**src/rtl/fmis_pkg.sv**
```systemverilog
package fmis_pkg;

    typedef enum logic [2:0] {
        WAIT_PWR       = 3'd0,
        DUMMY          = 3'd1,
        RST_GUARD_PRE  = 3'd2,
        RESET          = 3'd3,
        RST_GUARD_POST = 3'd4,
        READY          = 3'd5,
        BURST          = 3'd6
    } fmis_state_e;

    typedef struct packed {
        logic wck;
        logic wrst;
        logic we;
        logic ie;
        logic rck;
        logic rrst;
        logic re;
        logic oe;
    } fmis_pins_t;

    localparam fmis_pins_t PINS_OFF = '0;

    function automatic int unsigned fmis_max(input int unsigned a, input int unsigned b);
        return (a > b) ? a : b;
    endfunction

    function automatic int unsigned fmis_bits(input int unsigned v);
        int unsigned n;
        n = 1;
        while ((64'd1 << n) <= 64'(v)) n++;
        return n;
    endfunction

endpackage

```
**src/rtl/fmis_timer.sv**
```systemverilog
module fmis_timer #(
    parameter int unsigned W       = 8,
    parameter int unsigned RST_VAL = 0
) (
    input  logic         clk,
    input  logic         rst,
    input  logic         load,
    input  logic [W-1:0] load_val,
    output logic         expired
);
    logic [W-1:0] cnt_q;

    always_ff @(posedge clk) begin
        if (rst)
            cnt_q <= W'(RST_VAL);
        else if (load)
            cnt_q <= load_val;
        else if (cnt_q != '0)
            cnt_q <= cnt_q - 1'b1;
    end

    assign expired = (cnt_q == '0);
endmodule

```
**src/rtl/fmis_burst.sv**
```systemverilog
module fmis_burst #(
    parameter int unsigned LEN_W      = 16,
    parameter int unsigned MIN_ACTIVE = 231
) (
    input  logic             clk,
    input  logic             rst,
    input  logic             start,
    input  logic             active,
    input  logic [LEN_W-1:0] frame_len,
    input  logic             abort,
    output logic             last,
    output logic             short_abort
);
    localparam logic [LEN_W:0] MIN_V = (LEN_W+1)'(MIN_ACTIVE);

    logic [LEN_W:0] target_q;
    logic [LEN_W:0] done_q;
    logic [LEN_W:0] done_next;
    logic [LEN_W:0] len_ext;

    assign len_ext   = {1'b0, frame_len};
    assign done_next = done_q + 1'b1;

    always_ff @(posedge clk) begin
        if (rst) begin
            target_q <= MIN_V;
            done_q   <= '0;
        end else if (start) begin
            target_q <= (len_ext < MIN_V) ? MIN_V : len_ext;
            done_q   <= '0;
        end else if (active) begin
            done_q   <= done_next;
        end
    end

    assign last        = active && (abort || (done_next >= target_q));
    assign short_abort = active && abort && (done_next < MIN_V);
endmodule

```
**src/rtl/fmis_pin_map.sv**
```systemverilog
module fmis_pin_map
    import fmis_pkg::*;
(
    input  fmis_state_e state,
    output fmis_pins_t  pins
);
    always_comb begin
        pins = PINS_OFF;
        unique case (state)
            DUMMY, RST_GUARD_PRE, RST_GUARD_POST: begin
                pins.wck = 1'b1;
                pins.rck = 1'b1;
            end
            RESET: begin
                pins.wck  = 1'b1;
                pins.rck  = 1'b1;
                pins.wrst = 1'b1;
                pins.rrst = 1'b1;
            end
            BURST: begin
                pins.wck = 1'b1;
                pins.rck = 1'b1;
                pins.we  = 1'b1;
                pins.ie  = 1'b1;
                pins.re  = 1'b1;
                pins.oe  = 1'b1;
            end
            default: pins = PINS_OFF;
        endcase
    end
endmodule

```
**src/rtl/fmis_init_seq.sv**
```systemverilog
module fmis_init_seq
    import fmis_pkg::*;
#(
    parameter int unsigned PWR_WAIT_CYC = 10000,
    parameter int unsigned DUMMY_CYC    = 150,
    parameter int unsigned GUARD_CYC    = 2,
    parameter int unsigned MIN_ACTIVE   = 231,
    parameter int unsigned LEN_W        = 16
) (
    input  logic             clk,
    input  logic             rst,
    input  logic             frame_req,
    input  logic [LEN_W-1:0] frame_len,
    input  logic             abort,
    output logic             ready,
    output logic             err,
    output logic             wck_en,
    output logic             wrst,
    output logic             we,
    output logic             ie,
    output logic             rck_en,
    output logic             rrst,
    output logic             re,
    output logic             oe
);
    localparam int unsigned LONGEST = fmis_max(fmis_max(PWR_WAIT_CYC, DUMMY_CYC), GUARD_CYC);
    localparam int unsigned TMR_W   = fmis_bits(LONGEST);
    localparam logic [TMR_W-1:0] DUMMY_LD = TMR_W'(DUMMY_CYC - 1);
    localparam logic [TMR_W-1:0] GUARD_LD = TMR_W'(GUARD_CYC - 1);

    fmis_state_e state_q, state_d;
    logic        init_done_q;
    logic        pending_q;
    logic        err_q;
    logic        tmr_load;
    logic [TMR_W-1:0] tmr_val;
    logic        tmr_expired;
    logic        accept;
    logic        burst_last;
    logic        burst_short;
    fmis_pins_t  pins;

    assign ready  = init_done_q && (state_q == READY);
    assign accept = ready && frame_req;

    fmis_timer #(
        .W       (TMR_W),
        .RST_VAL (PWR_WAIT_CYC - 1)
    ) u_timer (
        .clk      (clk),
        .rst      (rst),
        .load     (tmr_load),
        .load_val (tmr_val),
        .expired  (tmr_expired)
    );

    fmis_burst #(
        .LEN_W      (LEN_W),
        .MIN_ACTIVE (MIN_ACTIVE)
    ) u_burst (
        .clk         (clk),
        .rst         (rst),
        .start       (accept),
        .active      (state_q == BURST),
        .frame_len   (frame_len),
        .abort       (abort),
        .last        (burst_last),
        .short_abort (burst_short)
    );

    always_comb begin
        state_d  = state_q;
        tmr_load = 1'b0;
        tmr_val  = GUARD_LD;
        unique case (state_q)
            WAIT_PWR: begin
                if (tmr_expired) begin
                    state_d  = DUMMY;
                    tmr_load = 1'b1;
                    tmr_val  = DUMMY_LD;
                end
            end
            DUMMY: begin
                if (tmr_expired) begin
                    state_d  = RST_GUARD_PRE;
                    tmr_load = 1'b1;
                end
            end
            RST_GUARD_PRE: begin
                if (tmr_expired) state_d = RESET;
            end
            RESET: begin
                state_d  = RST_GUARD_POST;
                tmr_load = 1'b1;
            end
            RST_GUARD_POST: begin
                if (tmr_expired) state_d = pending_q ? BURST : READY;
            end
            READY: begin
                if (accept) begin
                    state_d  = RST_GUARD_PRE;
                    tmr_load = 1'b1;
                end
            end
            BURST: begin
                if (burst_last) state_d = READY;
            end
            default: state_d = WAIT_PWR;
        endcase
    end

    always_ff @(posedge clk) begin
        if (rst) begin
            state_q     <= WAIT_PWR;
            init_done_q <= 1'b0;
            pending_q   <= 1'b0;
            err_q       <= 1'b0;
        end else begin
            state_q <= state_d;
            if (state_q == RST_GUARD_POST && state_d == READY)
                init_done_q <= 1'b1;
            if (accept)
                pending_q <= 1'b1;
            else if (state_q == BURST && burst_last)
                pending_q <= 1'b0;
            if (state_q == RESET)
                err_q <= 1'b0;
            else if (burst_short)
                err_q <= 1'b1;
        end
    end

    fmis_pin_map u_pins (
        .state (state_q),
        .pins  (pins)
    );

    assign err    = err_q;
    assign wck_en = pins.wck;
    assign wrst   = pins.wrst;
    assign we     = pins.we;
    assign ie     = pins.ie;
    assign rck_en = pins.rck;
    assign rrst   = pins.rrst;
    assign re     = pins.re;
    assign oe     = pins.oe;
endmodule

```
**config.mk**
```make
export PLATFORM = sky130hd
export DESIGN_NAME = fmis_init_seq
export DESIGN_NICKNAME = d
export VERILOG_FILES = /design/src/rtl/fmis_pkg.sv /design/src/rtl/fmis_timer.sv /design/src/rtl/fmis_burst.sv /design/src/rtl/fmis_pin_map.sv /design/src/rtl/fmis_init_seq.sv
export SDC_FILE = /design/constraint.sdc
export NUM_CORES = 1
export LEC_CHECK = 0
export BUFFER_PORTS_ARGS = -buffer_cell sky130_fd_sc_hd__buf_2
export CORE_UTILIZATION = 50
export DETAILED_ROUTE_END_ITERATION = 10
export PLACE_DENSITY_LB_ADDON = 0.3
export SETUP_SLACK_MARGIN = 0.15
export SLEW_MARGIN = 5
export SYNTH_ARGS = -nofsm -noshare
export SYNTH_HDL_FRONTEND = slang
export SYNTH_HIERARCHICAL = 1
export SYNTH_SLANG_ARGS = --single-unit
```
**constraint.sdc**
```tcl
create_clock -name clk -period 7.6 [get_ports clk]
set_input_delay 1.14 -clock clk [delete_from_list [all_inputs] [get_ports clk]]
set_output_delay 1.14 -clock clk [all_outputs]
set_load 0.02 [all_outputs]
```
Yosys cells after proc, flatten, opt, wreduce, memory -nomap -nowiden. Cells that the tools add are included.

Input port bits: 20. Flip-flop bits (word level): 54. Logic and storage cells: 57. Output and inout bits: 10.

Eq/ne operators: 7. Add/sub/neg operators: 2. Multiplexer cells: 21. Magnitude comparators: 3. Reductions and logical operators: 17.

Operators with widths (count): $mux 14 (2); $pmux 3 s7 (1); $mux 3 (6); $add 17x1->17 const B (1); $ge 17x17->1 (1); $lt 17x8->1 const B (1); $lt 16x8->1 const B (1); $mux 16 (1); $mux 8 (2); $logic_not 14->1 (1); $reduce_bool 14->1 (1); $sub 14x1->14 const B (1); $eq 3x3->1 const B (4); $logic_and 1x1->1 (7); $eq 3x2->1 const B (2); $mux 1 (6); $reduce_or 2->1 (3); $reduce_or 5->1 (1); $mux 2 (2); $reduce_bool 2->1 (2); $eq 3x1->1 const B (1); $logic_not 3->1 (1); $pmux 1 s3 (1); $logic_or 1x1->1 (1).

Depth between registers and ports, before layout.
Word-level depth: 8. Gate-level depth with buffers: 16. Depth with buffers taken out: 15.

Modules after synthesis. The synthesis kept the hierarchy.

By module, submodules not included: fmis_burst (sequential area each 660.6 µm², times used 1, cells each 271, area an instance 2303.5 µm²); fmis_timer (sequential area each 280.3 µm², times used 1, cells each 98, area an instance 803.3 µm²); fmis_init_seq (sequential area each 120.1 µm², times used 1, cells each 49, area an instance 377.9 µm²); fmis_pin_map (sequential area each 0.0 µm², times used 1, cells each 11, area an instance 62.6 µm²).

Least setup slack after synthesis. Ideal clock, no wire load.

Path kind: register -> register. From: register u_burst.done_q[0]. To: register state_q[0]. Arrival: 2.797 ns. Cell stages (with the launch flop): 17. Clock period less this slack: 2.867 ns. Setup time: 0.070 ns. Path slack: 4.733 ns. Buffers on the path: 1. Data required time: 7.530 ns. Cell sequence: dfxtp_1 ha_1 buf_2 nand4_1 nor2_1 nand3_1 xnor2_1 ha_1 nand4_1 nor4_1 nand2_1 nand3_1 o21a_1 nand2_1 o2bb2ai_1 nand2_1 a21oi_1.

Longest elaborated chain between the ends: 6.

Ends and longest elaborated chain: start: declaration (RTL line fmis_burst.sv:17) `logic [LEN_W:0] done_q;`; start signal: assignment (RTL line fmis_burst.sv:32) `done_q <= done_next;`; $add 17x1->17 (RTL line fmis_burst.sv:22) `assign done_next = done_q + 1'b1;`; net u_burst.done_next[12] (RTL line fmis_burst.sv:18) `logic [LEN_W:0] done_next;`; $ge 17x17->1 (RTL line fmis_burst.sv:36) `assign last = active && (abort || (done_next >= target_q));`; $logic_or 1x1->1 (RTL line fmis_burst.sv:36); $logic_and 1x1->1 (RTL line fmis_burst.sv:36); net burst_last (RTL line fmis_init_seq.sv:39) `logic burst_last;`; $mux 3 (RTL line fmis_init_seq.sv:106) `if (burst_last) state_d = READY;`; $pmux 3 s7 (RTL line fmis_init_seq.sv:75) `unique case (state_q)`; end signal: assignment (RTL line fmis_init_seq.sv:119) `state_q <= state_d;`; end: declaration (RTL line fmis_init_seq.sv:31) `fmis_state_e state_q, state_d;`.

The timed path passes the listed nets, and every way through them passes these cells. A chain may end at the register's enable or synchronous reset.

Worst setup path after layout. Same ends and word-level chain as after synthesis.

==> results.json <==
{
  "cts-root-buf": "clkbuf_8",
  "core-area_mm2": 0.006832,
  "maxCapViolCount": 0,
  "die_w_um": 86.23,
  "drive_above_1_share_pct": 13.09,
  "cts_made_buffers": 5,
  "critPathRequiredTime_ns": 7.84,
  "path_cells": "ha_1, nand4_1, nor2_1, nand3_1, xnor2_1, ha_1, nand4_1, nor4_1, nand2_1, nand3_1, o21a_1, nand2_1, o2bb2ai_1, nand2_1, a21oi_1",
  "antenna_found_initial": 0,
  "syn_area_per_cell_um2": 8.268,
  "fillers": 663,
  "drt-pass1-iter-count": 4,
  "worstMarginPinSlew_ns": 0.6330,
  "p_int_uw": 362.6,
  "power.net_switching_uw": 111.2,
  "power_frac_seq_pct": 59.2,
  "critPathKind": "reg -> reg",
  "synthCells": 429,
  "ant_nets": 0,
  "synthToLayoutAreaGrowth_pct": 4.162,
  "end_kind": "register",
  "grt_max_degree": 35,
  "ys_types": 65,
  "slew_violations": 0,
  "ys_async_sr_fraction_pct": 0,
  "insertion_delay_ns": 0.31,
  "cts_tree": "built",
  "cts_setup_buffers": 0,
  "design_area_mm2": 0.003695,
  "grt_pass1_wl_um": 12550,
  "cts_hold_buf": 0,
  "drt-initial-drc-count": 128,
  "crit_family": "simple AND/OR/NAND/NOR gates",
  "slowest_delay_ns": 0.51,
  "hold_slack_ns": 0.4932,
  "cp_max_fo": 9,
  "synth_seq_cells": 53,
  "fp-row-count": 30,
  "fin_nets": 480,
  "start_kind": "register",
  "clk_pin_slew_ns": 0.10,
  "tns_ns": 0,
  "grt_overflow": 0,
  "viasPerCell": 5.503,
  "pwr-share-clk_pct": 36.8,
  "first_global_vias": 2770,
  "dp_hpwl_um": 5212,
  "status": "complete, no violations",
  "grt_setup_unrepaired": "no",
  "post_cts_resized": 0,
  "arrival_ns": 3.67,
  "place.gp.congestion": 0.8592,
  "fin_crit_sh_pct": 45.11,
  "synth_edf_count": 0,
  "routed_wl_um": 7183,
  "cpMaxStageDelayCell": "dfxtp_1",
  "ys_seq_area_share_pct": 29.91,
  "power.leakage_nw": 1.496,
  "p_comb_share_pct": 4.0,
  "num_antenna_cells": 0,
  "die_area_mm2": 0.007435,
  "sw_frac_of_total_pct": 23.47,
  "finalPower_uw": 473.9,
  "dpl-instance-area_mm2": 0.003595,
  "timing.final.crit_period_ns": 3.429,
  "die_h_um": 86.23,
  "drc": 0,
  "yosys_warnings": 6,
  "setup_violations": 0,
  "path_buf_inv": 0,
  "portBuffers": 29,
  "power_density_mw_per_mm2": 128.3,
  "fin_skew_ns": 0.006658,
  "fmax_mhz": 291.7,
  "post_synth_instance_area_mm2": 0.003547,
  "cpMostUsedCell": "nand2_1",
  "hold_violations": 0,
  "ir_drop_v": 0.0001209,
  "dr_total_vias": 2966,
  "track_usage_pct": 20.99,
  "min_path_type": "reg -> reg",
  "num_io_pins": 30,
  "post_drt_wl_per_cell_um": 13.33,
  "cts_buffer_depth": 2,
  "numClockSinks": 53,
  "final_common_cell": "dfxtp_1",
  "ctsHtreeMaxLevel": 2,
  "final_cell_mix": "dfxtp_1, nor2_1, nand2_1, buf_2, inv_1",
  "initial_utilization_pct": 51.92,
  "maxSlewHeadroom_pct": 57.48,
  "ys.flop_type": "dfxtp_1"
}
[per-layer routing]
layer	track usage (%)	up-vias	part of all wire, %
met3	4.571	6	3.8
met2	36.87	53	49
met5	0	-	0
met1	26.18	1383	46
met4	5.000	0	0.70
li1	-	1524	-
[Yosys cell counts, drive strengths merged (3+ instances only)]
cell	number	share of area, %
o211ai	3	0.63
or4	4	1.1
and3	6	1.4
nor4	13	2.9
buf	12	2.8
and2	3	0.53
clkbuf	21	4.5
nor3b	4	0.85
ha	18	6.3
or3	6	1.1
o21ai	16	2.3
a211oi	4	0.85
a21oi	23	3.4
a311oi	3	0.74
dfxtp	53	30
mux2i	12	3.4
nor3	10	1.4
inv	25	2.6
xnor2	17	4.2
o22a	5	1.2
nor2	44	4.7
nand3b	3	0.63
xor2	23	5.7
nand4	15	2.8
nand2b	3	0.53
nand2	31	3.4
nand3	17	2.5
a31oi	5	0.88
[per-stage QoR]
stage,utilization [%],worst slack (ns),instances
6_report,54.08,4.171,539
5_1_grt,54.08,3.732,539
4_1_cts,54.08,4.228,539
3_5_place_dp,52.62,4.244,531
3_3_place_gp,52.62,4.419,531
2_1_floorplan,-,4.733,438
[power groups by stage]
stage | logic [mW] | clock network, mW | registers (mW)
2_1_floorplan | 0.0106 | 0 | 0.287
3_3_place_gp | 0.0189 | 0 | 0.287
3_5_place_dp | 0.0193 | 0 | 0.287
4_1_cts | 0.0194 | 0.181 | 0.281
5_1_grt | 0.0219 | 0.193 | 0.281
6_report | 0.0191 | 0.174 | 0.281
[area by class of cell]
type                    instances  area, um2  share of cell area [%]
inverters                      26      97.59                   2.641
multi-input cells             326       2163                   58.55
clock inverters                 2      17.52                  0.4741
flip-flops and latches         53       1061                   28.72
repair buffers                 30      152.6                   4.131
well taps                      96      120.1                   3.251
clock buffers                   6      82.58                   2.235
[final timing paths]
| path | start | end | slack, ns | cells past startpoint |
|---|---|---|---|---|
| worst max-delay path | u_burst/done_q[0]$_SDFFE_PP0P_ | state_q[0]$_SDFF_PP0_ | 4.17 | 15 |
| worst min-delay path | u_burst/target_q[2]$_SDFFE_PP1P_ | u_burst/target_q[2]$_SDFFE_PP1P_ | 0.49 | 1 |
| worst min register to register | u_burst/target_q[2]$_SDFFE_PP1P_ | u_burst/target_q[2]$_SDFFE_PP1P_ | 0.49 | 1 |
| worst max register to register | u_burst/done_q[0]$_SDFFE_PP0P_ | state_q[0]$_SDFF_PP0_ | 4.17 | 15 |
[sequential cells by signal, indices dropped and copies added (netlist names)]
register	flops
init_done_q	1
pending_q	1
u_burst/target_q	16
state_q	3
err	1
u_burst/done_q	17
u_timer/cnt_q	14
[kinds of logic after synthesis]
logic type                 after synthesis  share of synthesized area, %
DFF                                     53                         29.91
muxes                                   12                         3.386
AOI/OAI and AO/OA                       79                         14.89
xor gates and xnor gates                40                         9.876
buffers and inverters                   59                         10.05
adders and majority gates               18                         6.349
and+or+nand+nor                        166                         25.33
other                                    2                        0.2117
[worst reg2reg max path: cells and delay by family (launching register included)]
family          cells  cell delay (ns)
compound gates      3             0.47
xor+xnor            1             0.16
fa+ha+maj           2             0.72
flops               1             0.51
simple gates        9             1.51
(Power assumes the default switching activity.)
